===== config.mk =====
export PLATFORM = sky130hd
export DESIGN_NAME = acq_tagger
export DESIGN_NICKNAME = d
export VERILOG_FILES = /design/src/rtl/acq_pkg.sv /design/src/rtl/acq_ctrl.sv /design/src/rtl/acq_datapath.sv /design/src/rtl/acq_tagger.sv
export SDC_FILE = /design/constraint.sdc
export NUM_CORES = 1
export LEC_CHECK = 0
export BUFFER_PORTS_ARGS = -buffer_cell sky130_fd_sc_hd__buf_4
export CAP_MARGIN = 10
export CORE_MARGIN = 2
export CORE_UTILIZATION = 30
export CTS_CLUSTER_SIZE = 8
export DETAILED_ROUTE_END_ITERATION = 6
export SLEW_MARGIN = 40
export SYNTH_ARGS = -nofsm -noshare
export SYNTH_HDL_FRONTEND = slang
export SYNTH_SLANG_ARGS = --single-unit

===== constraint.sdc =====
create_clock -name clk -period 2.31 [get_ports clk]
set_input_delay 0.462 -clock clk [delete_from_list [all_inputs] [get_ports clk]]
set_output_delay 0.462 -clock clk [all_outputs]
set_load 0.01 [all_outputs]

===== src/rtl/acq_pkg.sv =====
package acq_pkg;
  localparam int WORD_W = 32;

  typedef enum logic [1:0] {
    MODE_HIST_SINGLE = 2'd0,
    MODE_HIST_MULTI  = 2'd1,
    MODE_FIFO_SINGLE = 2'd2,
    MODE_FIFO_MULTI  = 2'd3
  } acqMode_e;

  typedef enum logic [2:0] {
    PH_IDLE   = 3'd0,
    PH_READ   = 3'd1,
    PH_BUMP   = 3'd2,
    PH_TAG    = 3'd3,
    PH_TAG_LO = 3'd4,
    PH_TAG_HI = 3'd5
  } phase_e;

  typedef struct packed {
    phase_e phase;
    logic   capture;
    logic   dropInc;
    logic   rstTimer;
  } strobe_t;
endpackage


===== src/rtl/acq_ctrl.sv =====
module acq_ctrl
  import acq_pkg::*;
(
  input  logic     clk,
  input  logic     rstN,
  input  acqMode_e mode,
  input  logic     resyncEn,
  input  logic     startEvt,
  input  logic     stopEvt,
  input  logic     fifoHalted,
  output strobe_t  ctl
);
  phase_e phase, phaseNext;
  logic   armed, everStarted, rstTimerQ;
  logic   fifoMode, singleStop, startTakes, stopWanted, busy, stopTake, stopDrop;

  assign fifoMode   = mode[1];
  assign singleStop = (mode == MODE_HIST_SINGLE) || (mode == MODE_FIFO_SINGLE);
  assign busy       = (phase != PH_IDLE);

  // A free-running tag run honours only its very first START.
  assign startTakes = startEvt &&
                      !((mode == MODE_FIFO_MULTI) && !resyncEn && everStarted);
  assign stopWanted = stopEvt && armed && !(fifoMode && fifoHalted);
  assign stopTake   = stopWanted && !busy;
  assign stopDrop   = stopWanted && busy;

  always_comb begin
    phaseNext = phase;
    unique case (phase)
      PH_IDLE: if (stopTake) begin
        unique case (mode)
          MODE_HIST_SINGLE, MODE_HIST_MULTI: phaseNext = PH_READ;
          MODE_FIFO_SINGLE:                  phaseNext = PH_TAG;
          default:                           phaseNext = PH_TAG_LO;
        endcase
      end
      PH_READ:   phaseNext = PH_BUMP;
      PH_TAG_LO: phaseNext = PH_TAG_HI;
      default:   phaseNext = PH_IDLE;
    endcase
  end

  always_ff @(posedge clk) begin
    if (!rstN) begin
      phase       <= PH_IDLE;
      armed       <= 1'b0;
      everStarted <= 1'b0;
      rstTimerQ   <= 1'b0;
    end else begin
      phase     <= phaseNext;
      rstTimerQ <= startTakes || (stopTake && singleStop);
      if (startTakes) begin
        armed       <= 1'b1;
        everStarted <= 1'b1;
      end else if (stopTake && singleStop) begin
        armed <= 1'b0;
      end
    end
  end

  always_comb begin
    ctl.phase    = phase;
    ctl.capture  = stopTake;
    ctl.dropInc  = stopDrop;
    ctl.rstTimer = rstTimerQ;
  end
endmodule


===== src/rtl/acq_datapath.sv =====
module acq_datapath
  import acq_pkg::*;
#(
  parameter int FINE_W    = 16,
  parameter int CH_W      = 2,
  parameter int ADDR_W    = 8,
  parameter int DROP_W    = 8,
  parameter int BIN_SHIFT = 0
) (
  input  logic                clk,
  input  logic                rstN,
  input  logic                wideBins,
  input  logic                stopCmd,
  input  logic [FINE_W-1:0]   fineTime,
  input  logic [CH_W-1:0]     chanId,
  input  strobe_t             ctl,
  input  logic [WORD_W-1:0]   memRdata,
  output logic                memRd,
  output logic                memWr,
  output logic [ADDR_W-1:0]   memAddr,
  output logic [WORD_W-1:0]   memWdata,
  output logic                fifoHalted,
  output logic [DROP_W-1:0]   dropCnt
);
  localparam int HALF_W   = WORD_W / 2;
  localparam int MACRO_LO = WORD_W - FINE_W;
  localparam logic [ADDR_W-1:0] LAST_ADDR = '1;

  logic [WORD_W-1:0] macroCnt, capMacro;
  logic [FINE_W-1:0] capFine;
  logic [CH_W-1:0]   capChan;
  logic [ADDR_W-1:0] wrPtr, binAddr;
  logic [HALF_W-1:0] narrowCnt, narrowNext;
  logic [WORD_W-1:0] wideNext, bumpVal, wordSingle, wordLo, wordHi;
  logic              tagWrite;

  assign binAddr = ADDR_W'(capFine >> BIN_SHIFT);

  // Saturating increment for both bin depths.
  assign narrowCnt  = memRdata[HALF_W-1:0];
  assign narrowNext = (narrowCnt == '1) ? narrowCnt : narrowCnt + 1'b1;
  assign wideNext   = (memRdata == '1) ? memRdata : memRdata + 1'b1;
  assign bumpVal    = wideBins ? wideNext : {{(WORD_W-HALF_W){1'b0}}, narrowNext};

  assign wordSingle = {capMacro[MACRO_LO-1:0], capFine};
  assign wordLo     = WORD_W'({capChan, capFine});
  assign wordHi     = capMacro;

  assign tagWrite = (ctl.phase == PH_TAG) || (ctl.phase == PH_TAG_LO) ||
                    (ctl.phase == PH_TAG_HI);

  always_comb begin
    memRd    = 1'b0;
    memWr    = 1'b0;
    memAddr  = wrPtr;
    memWdata = '0;
    unique case (ctl.phase)
      PH_READ:   begin memRd = 1'b1; memAddr = binAddr; end
      PH_BUMP:   begin memWr = 1'b1; memAddr = binAddr; memWdata = bumpVal; end
      PH_TAG:    begin memWr = 1'b1; memWdata = wordSingle; end
      PH_TAG_LO: begin memWr = 1'b1; memWdata = wordLo; end
      PH_TAG_HI: begin memWr = 1'b1; memWdata = wordHi; end
      default:   ;
    endcase
  end

  always_ff @(posedge clk) begin
    if (!rstN) begin
      macroCnt   <= '0;
      capMacro   <= '0;
      capFine    <= '0;
      capChan    <= '0;
      wrPtr      <= '0;
      fifoHalted <= 1'b0;
      dropCnt    <= '0;
    end else begin
      macroCnt <= macroCnt + 1'b1;
      if (ctl.capture) begin
        capFine  <= fineTime;
        capChan  <= chanId;
        capMacro <= macroCnt;
      end
      if (tagWrite) begin
        wrPtr <= wrPtr + 1'b1;
        if (stopCmd && (wrPtr == LAST_ADDR)) fifoHalted <= 1'b1;
      end
      if (ctl.dropInc && (dropCnt != '1)) dropCnt <= dropCnt + 1'b1;
    end
  end
endmodule


===== src/rtl/acq_tagger.sv =====
module acq_tagger
  import acq_pkg::*;
#(
  parameter int FINE_W    = 16,
  parameter int CH_W      = 2,
  parameter int ADDR_W    = 8,
  parameter int DROP_W    = 8,
  parameter int BIN_SHIFT = 0
) (
  input  logic              clk,
  input  logic              rstN,
  input  logic [1:0]        modeSel,
  input  logic              resyncEn,
  input  logic              wideBins,
  input  logic              stopCmd,
  input  logic              startEvt,
  input  logic              stopEvt,
  input  logic [FINE_W-1:0] fineTime,
  input  logic [CH_W-1:0]   chanId,
  output logic              timerRst,
  output logic              memRd,
  output logic              memWr,
  output logic [ADDR_W-1:0] memAddr,
  output logic [31:0]       memWdata,
  input  logic [31:0]       memRdata,
  output logic [DROP_W-1:0] dropCnt
);
  strobe_t ctl;
  logic    fifoHalted;

  acq_ctrl u_ctrl (
    .clk        (clk),
    .rstN       (rstN),
    .mode       (acqMode_e'(modeSel)),
    .resyncEn   (resyncEn),
    .startEvt   (startEvt),
    .stopEvt    (stopEvt),
    .fifoHalted (fifoHalted),
    .ctl        (ctl)
  );

  acq_datapath #(
    .FINE_W(FINE_W), .CH_W(CH_W), .ADDR_W(ADDR_W),
    .DROP_W(DROP_W), .BIN_SHIFT(BIN_SHIFT)
  ) u_dp (
    .clk        (clk),
    .rstN       (rstN),
    .wideBins   (wideBins),
    .stopCmd    (stopCmd),
    .fineTime   (fineTime),
    .chanId     (chanId),
    .ctl        (ctl),
    .memRdata   (memRdata),
    .memRd      (memRd),
    .memWr      (memWr),
    .memAddr    (memAddr),
    .memWdata   (memWdata),
    .fifoHalted (fifoHalted),
    .dropCnt    (dropCnt)
  );

  assign timerRst = ctl.rstTimer;
endmodule


# Word level (Yosys, flattened, before mapping)

Cells that the tools add are included.

Reduce and logical (&&, ||, !) cells: 27
Add/sub/neg operators: 5
Equal/unequal tests: 13
Mux-type cells: 12

Operator list:

| operator                                                        | number |
|---|---|
| 32-bit one-hot mux with 4 select lines                          | 1 |
| 32-bit by 1-bit adder with 32-bit output, second input constant | 2 |
| 32-bit two-way mux                                              | 2 |
| 32-bit == test, second input constant                           | 1 |
| 16-bit by 1-bit adder with 16-bit output, second input constant | 1 |
| 8-bit by 1-bit adder with 8-bit output, second input constant   | 2 |
| 16-bit == test, second input constant                           | 1 |
| 16-bit two-way mux                                              | 1 |
| 1-bit logical AND                                               | 11 |
| 3-bit one-hot mux with 3 select lines                           | 1 |
| 8-bit == test, second input constant                            | 1 |
| 8-bit two-way mux                                               | 1 |
| 8-bit != test, second input constant                            | 1 |
| 3-bit by 2-bit == test with 1-bit output, second input constant | 2 |
| 3-bit == test, second input constant                            | 2 |
| 3-bit one-hot mux with 2 select lines                           | 1 |
| 2-bit == test, second input constant                            | 2 |
| 1-bit zero test                                                 | 4 |
| 1-bit logical OR                                                | 4 |
| 1-bit two-way mux                                               | 4 |
| 2-bit OR reduction                                              | 2 |
| 4-bit OR reduction                                              | 1 |
| 3-bit by 1-bit == test with 1-bit output, second input constant | 1 |
| 3-bit zero test                                                 | 1 |
| 7 further kinds                                                 | 7 |

Input port bits: 59
Output and inout bits: 51
Register bits: 105

# Logic depth before layout (Yosys ltp)

Word-level depth: 7
Mapped depth: 9
Gate-level depth less buffers: 7

# By module

Synthesis repeated with hierarchy kept, for this count alone.

Cells, all modules: 653
Area, all modules: 5934.4 um^2

By module, submodules not included:

| module       | cells an instance | area each (um^2) | instances |
|---|---|---|---|
| acq_datapath | 621               | 5636.7           | 1 |
| acq_ctrl     | 32                | 297.8            | 1 |

# Least setup slack after synthesis

No wires, ideal clock.

Path kind: input-to-output
From: input port memRdata[0]
To: output port memWdata[30]
Stages on the path: 7
Slack: -0.140 ns
Data required time: 1.848 ns
Arrival: 1.988 ns
Cell sequence: ha_1 > nand4_1 > or4_4 > a211oi_4 > nand4_1 > xor2_1 > o21ai_1

Cells in the longest elaborated chain, start to end: 4

Ends and longest elaborated chain:

| item                                                                              | RTL line           | RTL |
|---|---|---|
| start: declaration                                                                | acq_tagger.sv:25   | `input logic [31:0] memRdata,` |
| 32-bit by 1-bit adder with 32-bit output / 32-bit == test (equally long branches) | acq_datapath.sv:42 | `assign wideNext = (memRdata == '1) ? memRdata : memRdata + 1'b1;` |
| 32-bit two-way mux (*)                                                            | acq_datapath.sv:42 |  |
| 32-bit two-way mux (*)                                                            | acq_datapath.sv:43 | `assign bumpVal = wideBins ? wideNext : {{(WORD_W-HALF_W){1'b0}}, narrowNext};` |
| 32-bit one-hot mux with 4 select lines (*)                                        | acq_datapath.sv:57 | `unique case (ctl.phase)` |
| end: declaration                                                                  | acq_tagger.sv:24   | `output logic [31:0] memWdata,` |

Mark *: on every way between the ends. The rest lies on a longest branch, timed or not.

# Final worst setup path

From: input port memRdata[9]
To: output port memWdata[20]

The elaborated chain is that of the path after synthesis.

==> reports/results.ini <==
[place]
dp_hpwl_um=12300
place_ws_ps=-368
place_congestion=0.866
io_buffers=109
placed_area_sq_um=7260

[sta]
finClkSkew_ps=5.76
slew_headroom=0.621
finalSetupViolCount=31
period_needed_ps=2680
worst_pin_slew_ps=568
drv_slew=0
finalSetupTns_ps=-7820
fin_crit_sh=1.16
hold_viol=0
rsz0062_at_grt=true
fin_ws_ps=-374
fmax_mhz=373

[finish]
n_antenna_cell=0
fin_area_sq_um=8070
fillers=1844
multi_input_area_sq_um=3710
register_area_sq_um=2110
nets=939
final_layout_size_suffix_gt1_frac=0.322
syn2layout_area_growth_pct=42.3

[clock_tree]
insertion_delay_ps=340
cts_root_buffer=clkbuf_16
clk_pin_slew_ps=70
htreeDepth=3
cts_buffers=9
clock_sinks=105
tritoncts=yes
cts_buffer_depth=2
cts_hold_buf=0

[floorplanning]
fp.dieArea_sq_um=20000
io_pins=110
dieHeight_um=141
fp.dieW_um=141
start_util=0.304
core_area_sq_um=18600
rows=50

[yosys]
seq_area_frac_synth=0.371
syn-cell-area_sq_um=5670
ys_seq_elements=105
synth_fp_nets=766
yosysMostFrequentCell=nand2_1
synth-edff-count=0
postSynthAreaPerCell_sq_um=8.06
yosysTopAreaCell=dfxtp_1
ys_types=50
synth_ff_type=dfxtp_1
synthArstFlopShare=0
synth_top_area_share=0.371
synth_commonest_cells=142 x nand2_1, 105 x dfxtp_1, 43 x xnor2_1
yosys_warnings=0
postSynthCellCount=703
synth_area_leaders=dfxtp_1 37%, nand2_1 9.4%, xnor2_1 6.6%

[setup_path]
path_cells=buf_6, nand4_1, or4_4, a211oi_4, nand3_1, xor2_2, o21ai_2, buf_4
crit_fanout=5
crit_family=simple AND/OR/NAND/NOR gates
cp.required_ps=1850
cp-end-kind=output pin
critPathLaunchType=primary input
arrival_ps=2220
reg2reg_slack_ps=250
critPathKind=in -> out
path_buf_inv=2
max_stage_delay_ps=580
slowest_stage=or4_4

[routing]
route.detailed.drc=0
first_pass_iters=5
ant_nets=0
drt_iter0_drc=300
wl_per_cell_um=15.0
viasPerCell=4.89
via_count=5448
finalWirelength_um=16700

[global_routing]
use_met2=0.268
gr-usage-met1=0.216
grt.busiest_layer=met2
grt_start_max_net_pins=53
track_usage=0.163
grt-ovfl-total=0
antenna_found_initial=0
met3_usage=0.0364
grt_pass1_vias=5035
grt_pass1_wl_um=26000

[run_status]
violations=negative setup slack
outcome=finished, violations left

[power]
power_uw=3950
ir_worst_vdd_mv=0.293
p_leak_uw=0.00312
power_density_nw_per_um2=489

[worst_hold_path]
hold_class=in -> reg

[flow_run]
max-cap-violations=0

-- cell type report --
class	instances	area share
clock buffers	12	0.0293
inverters	12	0.00558
multi-input cells	548	0.460
well taps	234	0.0363
flip-flops and latches	105	0.262
clock inverters	4	0.00946
repair buffers	200	0.198
-- registers in the layout, summed over array words and instances (netlist names) --
name,cells
u_dp.macroCnt,32
u_ctrl.everStarted,1
u_dp.capFine,16
u_ctrl.rstTimerQ,1
u_dp.fifoHalted,1
u_dp.wrPtr,8
u_ctrl.armed,1
u_dp.dropCnt,8
u_dp.capMacro,32
u_ctrl.phase,3
u_dp.capChan,2
-- final timing paths --
path,startpoint,to,cells after the start
setup / recovery,memRdata[9],memWdata[20],8
hold / removal,startEvt,u_ctrl.everStarted$_SDFFE_PN0P_,2
setup reg to reg,u_ctrl.phase[2]$_SDFFE_PN0P_,u_dp.wrPtr[7]$_SDFFE_PN0P_,8
hold reg to reg,u_dp.capMacro[18]$_SDFFE_PN0P_,u_dp.capMacro[18]$_SDFFE_PN0P_,2
-- worst register-to-register path: cells and delay by family (launching register included) --
family,cells,cell delay [ps]
compound gates,1,140
flops,1,360
simple gates,5,1170
buf+inv,2,320
-- where the power goes --
group	switching, uW	internal, uW
combinational	232	245
sequential	22.2	1830
clock	660	956
-- through the flow --
stage	cells	utilization	hold WS, ps
2_1_floorplan	703	-	431
3_3_place_gp	1087	0.389	442
3_5_place_dp	1087	0.389	445
4_1_cts	1107	0.423	313
5_1_grt	1115	0.433	306
6_report	1115	0.433	323
-- cells by family after synthesis --
logic type | after synthesis | share of synthesized area
flip-flops | 105 | 0.371
adder cells (fa/ha/maj) | 4 | 0.00883
AO/OA/AOI/OAI | 155 | 0.190
AND/OR/NAND/NOR | 312 | 0.272
XOR/XNOR | 62 | 0.0958
buffers and inverters | 50 | 0.0349
multiplexers | 15 | 0.0283
-- timing repair --
action	CTS	global route
pin swaps	21	11
gates resized for setup	59	28
cloned	0	0
setup endpoints to repair	40	40
setup buffers	4	10
-- routing by layer --
layer  vias up  share of wire
met5         -              0
met4         0          0.019
met3        19          0.045
met2       107           0.46
met1      2532           0.47
li1       2790              -
-- placed cells by master (no fill, tap or decap), types with 12 or more instances in the layout --
master    netlist  final
inv_1          12     12
a21boi_0       28     28
nand3_1        23     19
and2_1         39     38
a22oi_1        24     24
nor3_1         18     14
nand4_1        20     20
buf_4           1    181
a21boi_1       31     30
xnor2_1        43     38
xor2_1         19     18
o21ai_1        26     20
nand2_1       142    141
dfxtp_1       105    102
nor2_1         23     18
buf_6           0     16
(Power assumes the default switching activity.)
